[config.mk]
export PLATFORM = sky130hd
export DESIGN_NAME = ring_access_ctrl
export DESIGN_NICKNAME = d
export VERILOG_FILES = /design/src/rtl/ring_access_pkg.sv /design/src/rtl/ring_tx.sv /design/src/rtl/ring_rx.sv /design/src/rtl/ring_port_mux.sv /design/src/rtl/ring_access_ctrl.sv
export SDC_FILE = /design/constraint.sdc
export NUM_CORES = 1
export LEC_CHECK = 0
export BUFFER_PORTS_ARGS = -buffer_cell sky130_fd_sc_hd__buf_2
export CAP_MARGIN = 20
export CORE_ASPECT_RATIO = 1.1
export CORE_MARGIN = 2
export CORE_UTILIZATION = 30
export CTS_BUF_LIST = sky130_fd_sc_hd__clkbuf_4
export CTS_CLUSTER_DIAMETER = 60
export DETAILED_ROUTE_END_ITERATION = 16
export PLACE_DENSITY_LB_ADDON = 0.1
export SETUP_SLACK_MARGIN = 0.4
export SYNTH_ARGS = -nofsm -noshare
export SYNTH_HDL_FRONTEND = slang
export SYNTH_SLANG_ARGS = --single-unit
[constraint.sdc]
create_clock -name clk -period 2.4 [get_ports clk]
set_input_delay 0.48 -clock clk [delete_from_list [all_inputs] [get_ports clk]]
set_output_delay 0.48 -clock clk [all_outputs]
set_load 0.01 [all_outputs]
[src/rtl/ring_access_pkg.sv]
package ring_access_pkg;

  typedef enum logic [1:0] {
    CTL_IDLE,
    CTL_BUSY,
    CTL_RESP
  } ctl_state_e;

  typedef enum logic [1:0] {
    RX_IDLE,
    RX_WAIT,
    RX_RECV
  } rx_state_e;

  // downlink bits: start + write flag + address + optional data
  function automatic int dl_frame_len(logic wr, int aw, int dw);
    return 2 + aw + (wr ? dw : 0);
  endfunction

  // uplink bits after the start bit: status + optional read data
  function automatic int ul_frame_len(logic wr, int dw);
    return 1 + (wr ? 0 : dw);
  endfunction

endpackage

[src/rtl/ring_tx.sv]
module ring_tx import ring_access_pkg::*; #(
  parameter int SER_AW = 10,
  parameter int DATA_W = 64
) (
  input  logic              clk,
  input  logic              rst_n,
  input  logic              load,
  input  logic              wr,
  input  logic [SER_AW-1:0] addr,
  input  logic [DATA_W-1:0] wdata,
  output logic              bit_o,
  output logic              active_o,
  output logic              last_o
);
  localparam int FRAME_W = 2 + SER_AW + DATA_W;
  localparam int CNT_W   = $clog2(FRAME_W + 1);

  logic [FRAME_W-1:0] sh;
  logic [CNT_W-1:0]   cnt;

  always_ff @(posedge clk) begin
    if (!rst_n) begin
      sh  <= '0;
      cnt <= '0;
    end else if (load) begin
      sh  <= {1'b1, wr, addr, (wr ? wdata : {DATA_W{1'b0}})};
      cnt <= CNT_W'(dl_frame_len(wr, SER_AW, DATA_W));
    end else if (cnt != '0) begin
      sh  <= {sh[FRAME_W-2:0], 1'b0};
      cnt <= cnt - 1'b1;
    end
  end

  assign bit_o    = sh[FRAME_W-1];
  assign active_o = (cnt != '0);
  assign last_o   = (cnt == CNT_W'(1));
endmodule

[src/rtl/ring_rx.sv]
module ring_rx import ring_access_pkg::*; #(
  parameter int DATA_W  = 64,
  parameter int TIMEOUT = 256
) (
  input  logic              clk,
  input  logic              rst_n,
  input  logic              arm,
  input  logic              wr,
  input  logic              ul_data,
  input  logic              ul_ctrl,
  output logic              done_o,
  output logic              err_o,
  output logic [DATA_W-1:0] rdata_o,
  output logic              timeout_o
);
  localparam int TCNT_W = (TIMEOUT > 1) ? $clog2(TIMEOUT) : 1;
  localparam int LEN_W  = $clog2(DATA_W + 2);

  rx_state_e         st;
  logic [TCNT_W-1:0] tcnt;
  logic [LEN_W-1:0]  left;
  logic [DATA_W-1:0] sh;
  logic [DATA_W:0]   shifted;
  logic              start_evt;
  logic              recv_last;

  assign shifted   = {sh, ul_data};
  assign start_evt = (st == RX_WAIT) && ul_ctrl && ul_data;
  assign timeout_o = (st == RX_WAIT) && !start_evt && (tcnt == TCNT_W'(TIMEOUT - 1));
  assign recv_last = (st == RX_RECV) && (left == LEN_W'(1));
  assign done_o    = timeout_o || recv_last;
  assign rdata_o   = (timeout_o || wr) ? '0 : shifted[DATA_W-1:0];
  assign err_o     = timeout_o ? 1'b1 : (wr ? shifted[0] : shifted[DATA_W]);

  always_ff @(posedge clk) begin
    if (!rst_n) begin
      st   <= RX_IDLE;
      tcnt <= '0;
      left <= '0;
      sh   <= '0;
    end else begin
      case (st)
        RX_IDLE: if (arm) begin
          st   <= RX_WAIT;
          tcnt <= '0;
        end
        RX_WAIT: begin
          if (start_evt) begin
            st   <= RX_RECV;
            left <= LEN_W'(ul_frame_len(wr, DATA_W));
            sh   <= '0;
          end else if (timeout_o) begin
            st <= RX_IDLE;
          end else begin
            tcnt <= tcnt + 1'b1;
          end
        end
        RX_RECV: begin
          sh   <= shifted[DATA_W-1:0];
          left <= left - 1'b1;
          if (recv_last) st <= RX_IDLE;
        end
        default: st <= RX_IDLE;
      endcase
    end
  end
endmodule

[src/rtl/ring_port_mux.sv]
module ring_port_mux #(
  parameter int RING_W = 3,
  parameter int NRING  = 7
) (
  input  logic [RING_W-1:0] sel,
  input  logic              tx_bit,
  input  logic              tx_active,
  input  logic [NRING-1:0]  ul_data,
  input  logic [NRING-1:0]  ul_ctrl,
  output logic [NRING-1:0]  dl_data,
  output logic [NRING-1:0]  dl_ctrl,
  output logic              sel_ul_data,
  output logic              sel_ul_ctrl
);
  logic [NRING-1:0] hit;

  for (genvar i = 0; i < NRING; i++) begin : g_ring
    assign hit[i]     = (sel == RING_W'(i + 1));
    assign dl_ctrl[i] = hit[i] && tx_active;
    assign dl_data[i] = hit[i] && tx_active && tx_bit;
  end

  assign sel_ul_data = |(ul_data & hit);
  assign sel_ul_ctrl = |(ul_ctrl & hit);
endmodule

[src/rtl/ring_access_ctrl.sv]
module ring_access_ctrl import ring_access_pkg::*; #(
  parameter int RING_W  = 3,
  parameter int SAT_W   = 4,
  parameter int REG_W   = 6,
  parameter int DATA_W  = 64,
  parameter int TIMEOUT = 256,
  localparam int SER_AW = SAT_W + REG_W,
  localparam int ADDR_W = RING_W + SER_AW,
  localparam int NRING  = (1 << RING_W) - 1
) (
  input  logic              clk,
  input  logic              rst_n,
  input  logic              req_valid,
  output logic              req_ready,
  input  logic              req_write,
  input  logic [ADDR_W-1:0] req_addr,
  input  logic [DATA_W-1:0] req_wdata,
  output logic              rsp_valid,
  input  logic              rsp_ready,
  output logic [DATA_W-1:0] rsp_rdata,
  output logic              rsp_err,
  output logic [NRING-1:0]  dl_data,
  output logic [NRING-1:0]  dl_ctrl,
  input  logic [NRING-1:0]  ul_data,
  input  logic [NRING-1:0]  ul_ctrl
);
  ctl_state_e        st;
  logic [RING_W-1:0] sel_q;
  logic              wr_q;
  logic [RING_W-1:0] req_ring;
  logic              accept, accept_bad, accept_ok;
  logic              tx_bit, tx_active, tx_last;
  logic              up_data, up_ctrl;
  logic              rx_done, rx_err, timeout_evt;
  logic [DATA_W-1:0] rx_rdata;

  assign req_ring   = req_addr[ADDR_W-1 -: RING_W];
  assign req_ready  = (st == CTL_IDLE);
  assign rsp_valid  = (st == CTL_RESP);
  assign accept     = req_valid && req_ready;
  assign accept_bad = accept && (req_ring == '0);
  assign accept_ok  = accept && (req_ring != '0);

  ring_tx #(.SER_AW(SER_AW), .DATA_W(DATA_W)) tx_i (
    .clk(clk), .rst_n(rst_n), .load(accept_ok), .wr(req_write),
    .addr(req_addr[SER_AW-1:0]), .wdata(req_wdata),
    .bit_o(tx_bit), .active_o(tx_active), .last_o(tx_last)
  );

  ring_port_mux #(.RING_W(RING_W), .NRING(NRING)) mux_i (
    .sel(sel_q), .tx_bit(tx_bit), .tx_active(tx_active),
    .ul_data(ul_data), .ul_ctrl(ul_ctrl),
    .dl_data(dl_data), .dl_ctrl(dl_ctrl),
    .sel_ul_data(up_data), .sel_ul_ctrl(up_ctrl)
  );

  ring_rx #(.DATA_W(DATA_W), .TIMEOUT(TIMEOUT)) rx_i (
    .clk(clk), .rst_n(rst_n), .arm(tx_last), .wr(wr_q),
    .ul_data(up_data), .ul_ctrl(up_ctrl),
    .done_o(rx_done), .err_o(rx_err), .rdata_o(rx_rdata),
    .timeout_o(timeout_evt)
  );

  always_ff @(posedge clk) begin
    if (!rst_n) begin
      st        <= CTL_IDLE;
      sel_q     <= '0;
      wr_q      <= 1'b0;
      rsp_rdata <= '0;
      rsp_err   <= 1'b0;
    end else begin
      case (st)
        CTL_IDLE: begin
          if (accept_bad) begin
            st        <= CTL_RESP;
            rsp_rdata <= '0;
            rsp_err   <= 1'b1;
          end else if (accept_ok) begin
            st    <= CTL_BUSY;
            sel_q <= req_ring;
            wr_q  <= req_write;
          end
        end
        CTL_BUSY: if (rx_done) begin
          st        <= CTL_RESP;
          rsp_rdata <= rx_rdata;
          rsp_err   <= rx_err;
        end
        CTL_RESP: if (rsp_ready) begin
          st    <= CTL_IDLE;
          sel_q <= '0;
        end
        default: st <= CTL_IDLE;
      endcase
    end
  end
endmodule

# Yosys cells after proc, flatten, opt, wreduce, memory -nomap -nowiden

Index checks and enable logic that the tools add are counted.

Add/subtract/negate cells: 5
Multipliers: 0
Divide/modulo/power cells: 0
Order comparisons: 0
Equality and inequality tests: 26
Shifts and indexed selects: 0
Mux-type cells: 38
Bitwise operators: 3
Reduce and logical (&&, ||, !) cells: 44

Operators by type and width:

| cell                                                  | number |
|---|---|
| two-way mux 64 bit                                    | 5 |
| case mux 64 bit (2 select lines)                      | 2 |
| two-way mux 76 bit                                    | 2 |
| two-way mux 7 bit                                     | 5 |
| two-way mux 8 bit                                     | 3 |
| logical AND 1 bit                                     | 22 |
| two-way mux 2 bit                                     | 8 |
| case mux 8 bit (2 select lines)                       | 1 |
| bitwise AND 7 bit                                     | 2 |
| == test 7 x 1 -> 1 bit, second input constant         | 2 |
| case mux 7 bit (2 select lines)                       | 1 |
| OR reduction 7 bit                                    | 2 |
| subtractor 7 x 1 -> 7 bit, second input constant      | 2 |
| == test 3 bit, second input constant                  | 4 |
| inequality test 2 x 1 -> 1 bit, second input constant | 6 |
| case mux 2 bit (3 select lines)                       | 2 |
| AND reduction 3 bit                                   | 4 |
| nonzero test 2 bit                                    | 5 |
| two-way mux 3 bit                                     | 3 |
| adder 8 x 1 -> 8 bit, second input constant           | 1 |
| == test 8 bit, second input constant                  | 1 |
| inequality test 2 bit, second input constant          | 4 |
| AND reduction 4 bit                                   | 2 |
| adder 2 x 7 -> 7 bit, first input constant            | 1 |
| 17 further kinds                                      | 26 |

Register bits after elaboration: 235
Latch bits: 0
Bits in writable memories: 0
Memory bits (read-only): 0
Input port bits: 96
Output and inout port bits: 81
Logic and storage cells: 127
Memories kept: 0

# Depth between registers and ports, before layout

Word-level depth: 12
Mapped depth: 8
Mapped depth without buffers: 7

# Modules after synthesis

Synthesis repeated with hierarchy kept, for this count alone.

Cell total of the unflattened synthesis: 1501
Area total of the unflattened synthesis: 12358.1 µm²

By module, submodules not included:

| module           | instances | cells an instance | area an instance (µm²) | sequential area each (µm²) |
|---|---|---|---|---|
| ring_tx          | 1         | 539               | 4478.0                 | 1661.6 |
| ring_rx          | 1         | 466               | 3878.7                 | 1621.6 |
| ring_access_ctrl | 1         | 461               | 3774.9                 | 1421.4 |
| ring_port_mux    | 1         | 35                | 226.5                  | 0.0 |

# Worst setup path before layout

Ideal clock, no wire load.

Path type: register -> output
From: reg tx_i.cnt[0]
To: out dl_data[1]
Arrival time: 1.568 ns
Data required time: 1.920 ns
Path slack: 0.352 ns
Stages on the path, launching flop included: 7
Buffers on the path: 1
Cell sequence: dfxtp_1 -> inv_1 -> ha_1 -> nand3_1 -> clkbuf_1 -> nand2_1 -> nor3_1

Longest elaborated chain between the ends: 3

RTL lines:

| what                           | line                   | source |
|---|---|---|
| start, declared                | ring_tx.sv:19          | `logic [CNT_W-1:0] cnt;` |
| start signal, assigned         | ring_tx.sv:27          | `cnt <= CNT_W'(dl_frame_len(wr, SER_AW, DATA_W));` |
| start signal, assigned         | ring_tx.sv:30          | `cnt <= cnt - 1'b1;` |
| nonzero test 7 bit             | ring_tx.sv:35          | `assign active_o = (cnt != '0);` |
| logical AND 1 bit (2 in a row) | ring_port_mux.sv:20    | `assign dl_data[i] = hit[i] && tx_active && tx_bit;` |
| end, declared                  | ring_access_ctrl.sv:22 | `output logic [NRING-1:0] dl_data,` |

Every way passes these cells.

# Worst setup path after layout

From: reg sel_q[1]
To: out dl_data[1]

Longest elaborated chain between the ends: 3

RTL lines:

| what                           | line                   | source |
|---|---|---|
| start, declared                | ring_access_ctrl.sv:28 | `logic [RING_W-1:0] sel_q;` |
| start signal, assigned         | ring_access_ctrl.sv:80 | `sel_q <= req_ring;` |
| == test 3 x 2 -> 1 bit         | ring_port_mux.sv:18    | `assign hit[i] = (sel == RING_W'(i + 1));` |
| logical AND 1 bit (2 in a row) | ring_port_mux.sv:20    |  |

Every way passes these cells.

==> out/qor.csv <==
stage,metric,value,unit
status,outcome,completed,
sta,number of endpoints with negative hold slack in the final report,0,
power_and_ir_drop,reported leakage power,5.08,nW
floorplanning,placement row count,66,
global_routing,pin count of the biggest net entering global routing,76,
floorplanning,area of the die,31800,um2
synth,part of the Yosys area used for sequential elements,0.516,
cts,H-tree depth,3,
cts,clock latency on the worst-skew pair,0.64,ns
detailed_routing,DRC Markers,0,
critical_path,kind of capture point of the worst setup path,output pin,
sta,transition time of the tightest slew-check pin,0.601,ns
floorplanning,io pins,177,
global_routing,number of antenna violations at the first check in global routing,12,
critical_path,worst endpoint data arrival time,1.77,ns
synth,fraction of the mapped netlist area in adder cells,0.00823,
power_and_ir_drop,part of the total power dissipated in combinational logic,0.247,
power_and_ir_drop,sequential group share of total power,0.416,
cts,hold-fix buffer count after cts,0,
cells_and_area,utilization after layout,0.419,
synth,largest family of logic cells by synthesized area,compound AO/OA/AOI/OAI gates,
floorplanning,x dimension of the die,170,um
power_and_ir_drop,clock group share of total power,0.337,
synth,leading area contributor after synthesis,sky130_fd_sc_hd__dfxtp_1,
detailed_routing,post-route ant nets,0,
sta,worst clock skew,0.0489,ns
power_and_ir_drop,total net switching power,3.46,mW
placement,Port-buffer cells,176,
global_routing,gr ovfl total,0,
synth,Synth cell types,55,
cts,number of buffers added by the clock tree synthesis step,68,
cts,TritonCTS clock tree,done,
sta,post-route minimum period,2.25,ns
synth,fraction of synthesized area in multiplexers,0.0100,
detailed_routing,DR pass1 iterations,4,
critical_path,reg2reg path depth,9,
synth,main area contributors after synthesis,"sky130_fd_sc_hd__dfxtp_1 52%, sky130_fd_sc_hd__a22o_1 12%, sky130_fd_sc_hd__nand2_1 7.0%",
sta,Final Hold Slack,0.123,ns
critical_path,worst-path cell with the longest stage delay,sky130_fd_sc_hd__dfxtp_4,
power_and_ir_drop,overall power,10.6,mW
floorplanning,Core Area,29700,um2
synth,post-synthesis async set-or-reset flop share,0,
critical_path,Critical Path Start Type,flop,
sta,post-route worst setup slack,0.147,ns
hold_path,type of the tightest min-delay check,primary input to flop,
detailed_routing,via count,8224,
detailed_routing,ratio of routed vias to standard cells,5.07,
sta,setup tns final,0,ns
global_routing,global-route usage over all layers,0.164,
synth,post-synthesis compound-gate area fraction,0.272,
synth,Post-Syn Area per Cell,9.56,um2
cells_and_area,fraction of final layout cells with drive strength greater than 1,0.341,
synth,yosys warns,0,
cts,Clock Sink Count,235,
floorplanning,vertical die dimension,187,um
floorplanning,Starting Density,0.307,
critical_path,worst-path cell chain,buf_4 > buf_6 > nand2_4 > nor3_2 > buf_2,
sta,Final setup viols,0,
detailed_routing,final wirelength,27.9,mm
cts,clk buf depth,3,
synth,synthesized-area fraction occupied by xor and xnor cells,0.00480,
sta,Max Clock Freq,0.444,GHz
sta,Final Max Slew Viols,0,
detailed_routing,number of violations reported at the end of detailed-routing iteration 0,411,
synth,commonest register cell after synthesis,sky130_fd_sc_hd__dfxtp_1,
power_and_ir_drop,Max IR drop VDD,0.393,mV
sta,remaining max-slew budget at the tightest pin,0.600,
synth,share of Yosys cell area claimed by the top area cell type,0.516,
critical_path,worst setup path category,flop to output pin,
synth,flop and latch count out of synthesis,235,
sta,Tcrit/Tclk final,0.939,
cts,Root Driver,sky130_fd_sc_hd__clkbuf_4,
placement,pre-CTS setup slack,0.168,ns
power_and_ir_drop,design internal power,7.13,mW
cells_and_area,"most common cell after layout, fill and taps aside",sky130_fd_sc_hd__dfxtp_1,
synth,Post-Synth Simple-Gate Area,0.137,
sta,setup repair after global routing missed its margin,yes,
global_routing,vias in the first global route,7868,
synth,post-synthesis cell count,954,
synth,Syn Nets,1056,
power_and_ir_drop,Switching Fraction,0.327,
placement,global placer's final weighted congestion,0.768,
power_and_ir_drop,power per standard cell area,850,nW/um2
global_routing,global-route wire length before repair,42.2,mm
critical_path,data required time at the worst endpoint,1.92,ns
synth,cell area after technology mapping,9120,um2
cells_and_area,"top library cells by usage in the layout, fill and taps aside","228 x sky130_fd_sc_hd__dfxtp_1, 175 x sky130_fd_sc_hd__buf_2, 168 x sky130_fd_sc_hd__nand2_1",
flow_run,Max-Cap Viols,0,
placement,DP HPWL,16.4,mm
hold_path,WHS Path Cells,3,
detailed_routing,WL per Instance,17.2,um
synth,number of enable-type register cells in the synthesized netlist,0,
critical_path,largest fanout of any net on the critical path,7,
cts,clock transition at the registers of the reported paths,0.05,ns
cells_and_area,relative area change from synthesis to final layout,36.6,%
critical_path,Max stage delay on crit path,0.40,ns
cells_and_area,Layout Nets,1303,
[final cells by class]
| type | count | area [um2] |
|---|---|---|
| Inverter | 12 | 53.8 |
| Timing Repair Buffer | 263 | 2130 |
| Fill cell | 2991 | 17300 |
| Antenna cell | 6 | 15.0 |
| Tap cell | 374 | 468 |
| Sequential cell | 235 | 4720 |
| Clock buffer | 94 | 706 |
| Multi-Input combinational cell | 621 | 4270 |
| Clock inverter | 17 | 95.1 |
[flip-flops by register name, summed over array words and instances (netlist names)]
register	count
rx_i.sh	64
rx_i.tcnt	8
tx_i.cnt	7
rsp_rdata	64
sel_q	3
tx_i.sh	76
st	2
rsp_err	1
rx_i.left	7
rx_i.st	2
wr_q	1
[worst max-delay path: cells and delay by family, from the launching register on]
family                 cells  cell delay (ns)
buffers and inverters      3             0.48
DFF                        1             0.40
and+or+nand+nor            2             0.26
[cells in the mapped netlist (3+ instances only)]
cell type / count
sky130_fd_sc_hd__a21oi_1: 81
sky130_fd_sc_hd__inv_1: 10
sky130_fd_sc_hd__and3_1: 7
sky130_fd_sc_hd__nand4_1: 7
sky130_fd_sc_hd__or3_1: 8
sky130_fd_sc_hd__a22o_1: 128
sky130_fd_sc_hd__buf_6: 11
sky130_fd_sc_hd__nand2b_1: 4
sky130_fd_sc_hd__a31oi_1: 5
sky130_fd_sc_hd__buf_1: 6
sky130_fd_sc_hd__nor2_1: 32
sky130_fd_sc_hd__nand2_1: 171
sky130_fd_sc_hd__dfxtp_1: 235
sky130_fd_sc_hd__xnor2_1: 4
sky130_fd_sc_hd__mux2i_1: 8
sky130_fd_sc_hd__o21ai_0: 11
sky130_fd_sc_hd__nor2b_1: 4
sky130_fd_sc_hd__clkbuf_1: 53
sky130_fd_sc_hd__nand3b_1: 5
sky130_fd_sc_hd__a311oi_1: 72
sky130_fd_sc_hd__nand3_1: 21
sky130_fd_sc_hd__buf_4: 3
sky130_fd_sc_hd__nor3_1: 9
sky130_fd_sc_hd__ha_1: 6
sky130_fd_sc_hd__buf_2: 13
[cells by family after synthesis]
logic type      count (synthesis)
compound gates                319
xor+xnor                        5
fa+ha+maj                       6
buf+inv                        98
flops                         235
mux                             9
simple gates                  282
[what timing repair did]
action	in CTS	in global routing
gates cloned	4	14
pin swaps	21	83
setup buffers	23	11
endpoints found under the setup margin	154	162
resized for setup	58	41
[power groups by stage]
stage          combinational, mW  sequential [mW]  clock [mW]
2_1_floorplan               1.50             4.41           0
4_1_cts                     2.49             4.40        3.74
3_5_place_dp                2.17             4.45           0
5_1_grt                     2.89             4.44        3.96
6_report                    2.62             4.40        3.57
3_3_place_gp                2.19             4.46           0
[layer usage]
metal / share of wire / wire length (um) / vias up / GRT usage
li1: - / - / 4080 / -
met3: 0.082 / 2300 / 66 / 0.0677
met1: 0.45 / 12600 / 3830 / 0.218
met2: 0.44 / 12300 / 236 / 0.237
met4: 0.022 / 619 / 12 / 0.0608
met5: 0.0025 / 69 / - / 0
[stage by stage]
stage | std cells | cell area [um2]
5_1_grt | 1619 | 12500
2_1_floorplan | 954 | 9120
3_3_place_gp | 1453 | 10500
4_1_cts | 1591 | 11900
3_5_place_dp | 1453 | 10500
6_report | 1622 | 12500
[final timing paths]
kind / slack, ns / end / start
min reg2reg: 0.44 / tx_i.sh[13] / tx_i.sh[12]
max reg2reg: 0.19 / rx_i.tcnt[7] / sel_q[2]
max: 0.15 / dl_data[1] / sel_q[1]
min: 0.12 / sel_q[2] / req_addr[12]
Note: power is estimated with default switching activity, not from simulation.
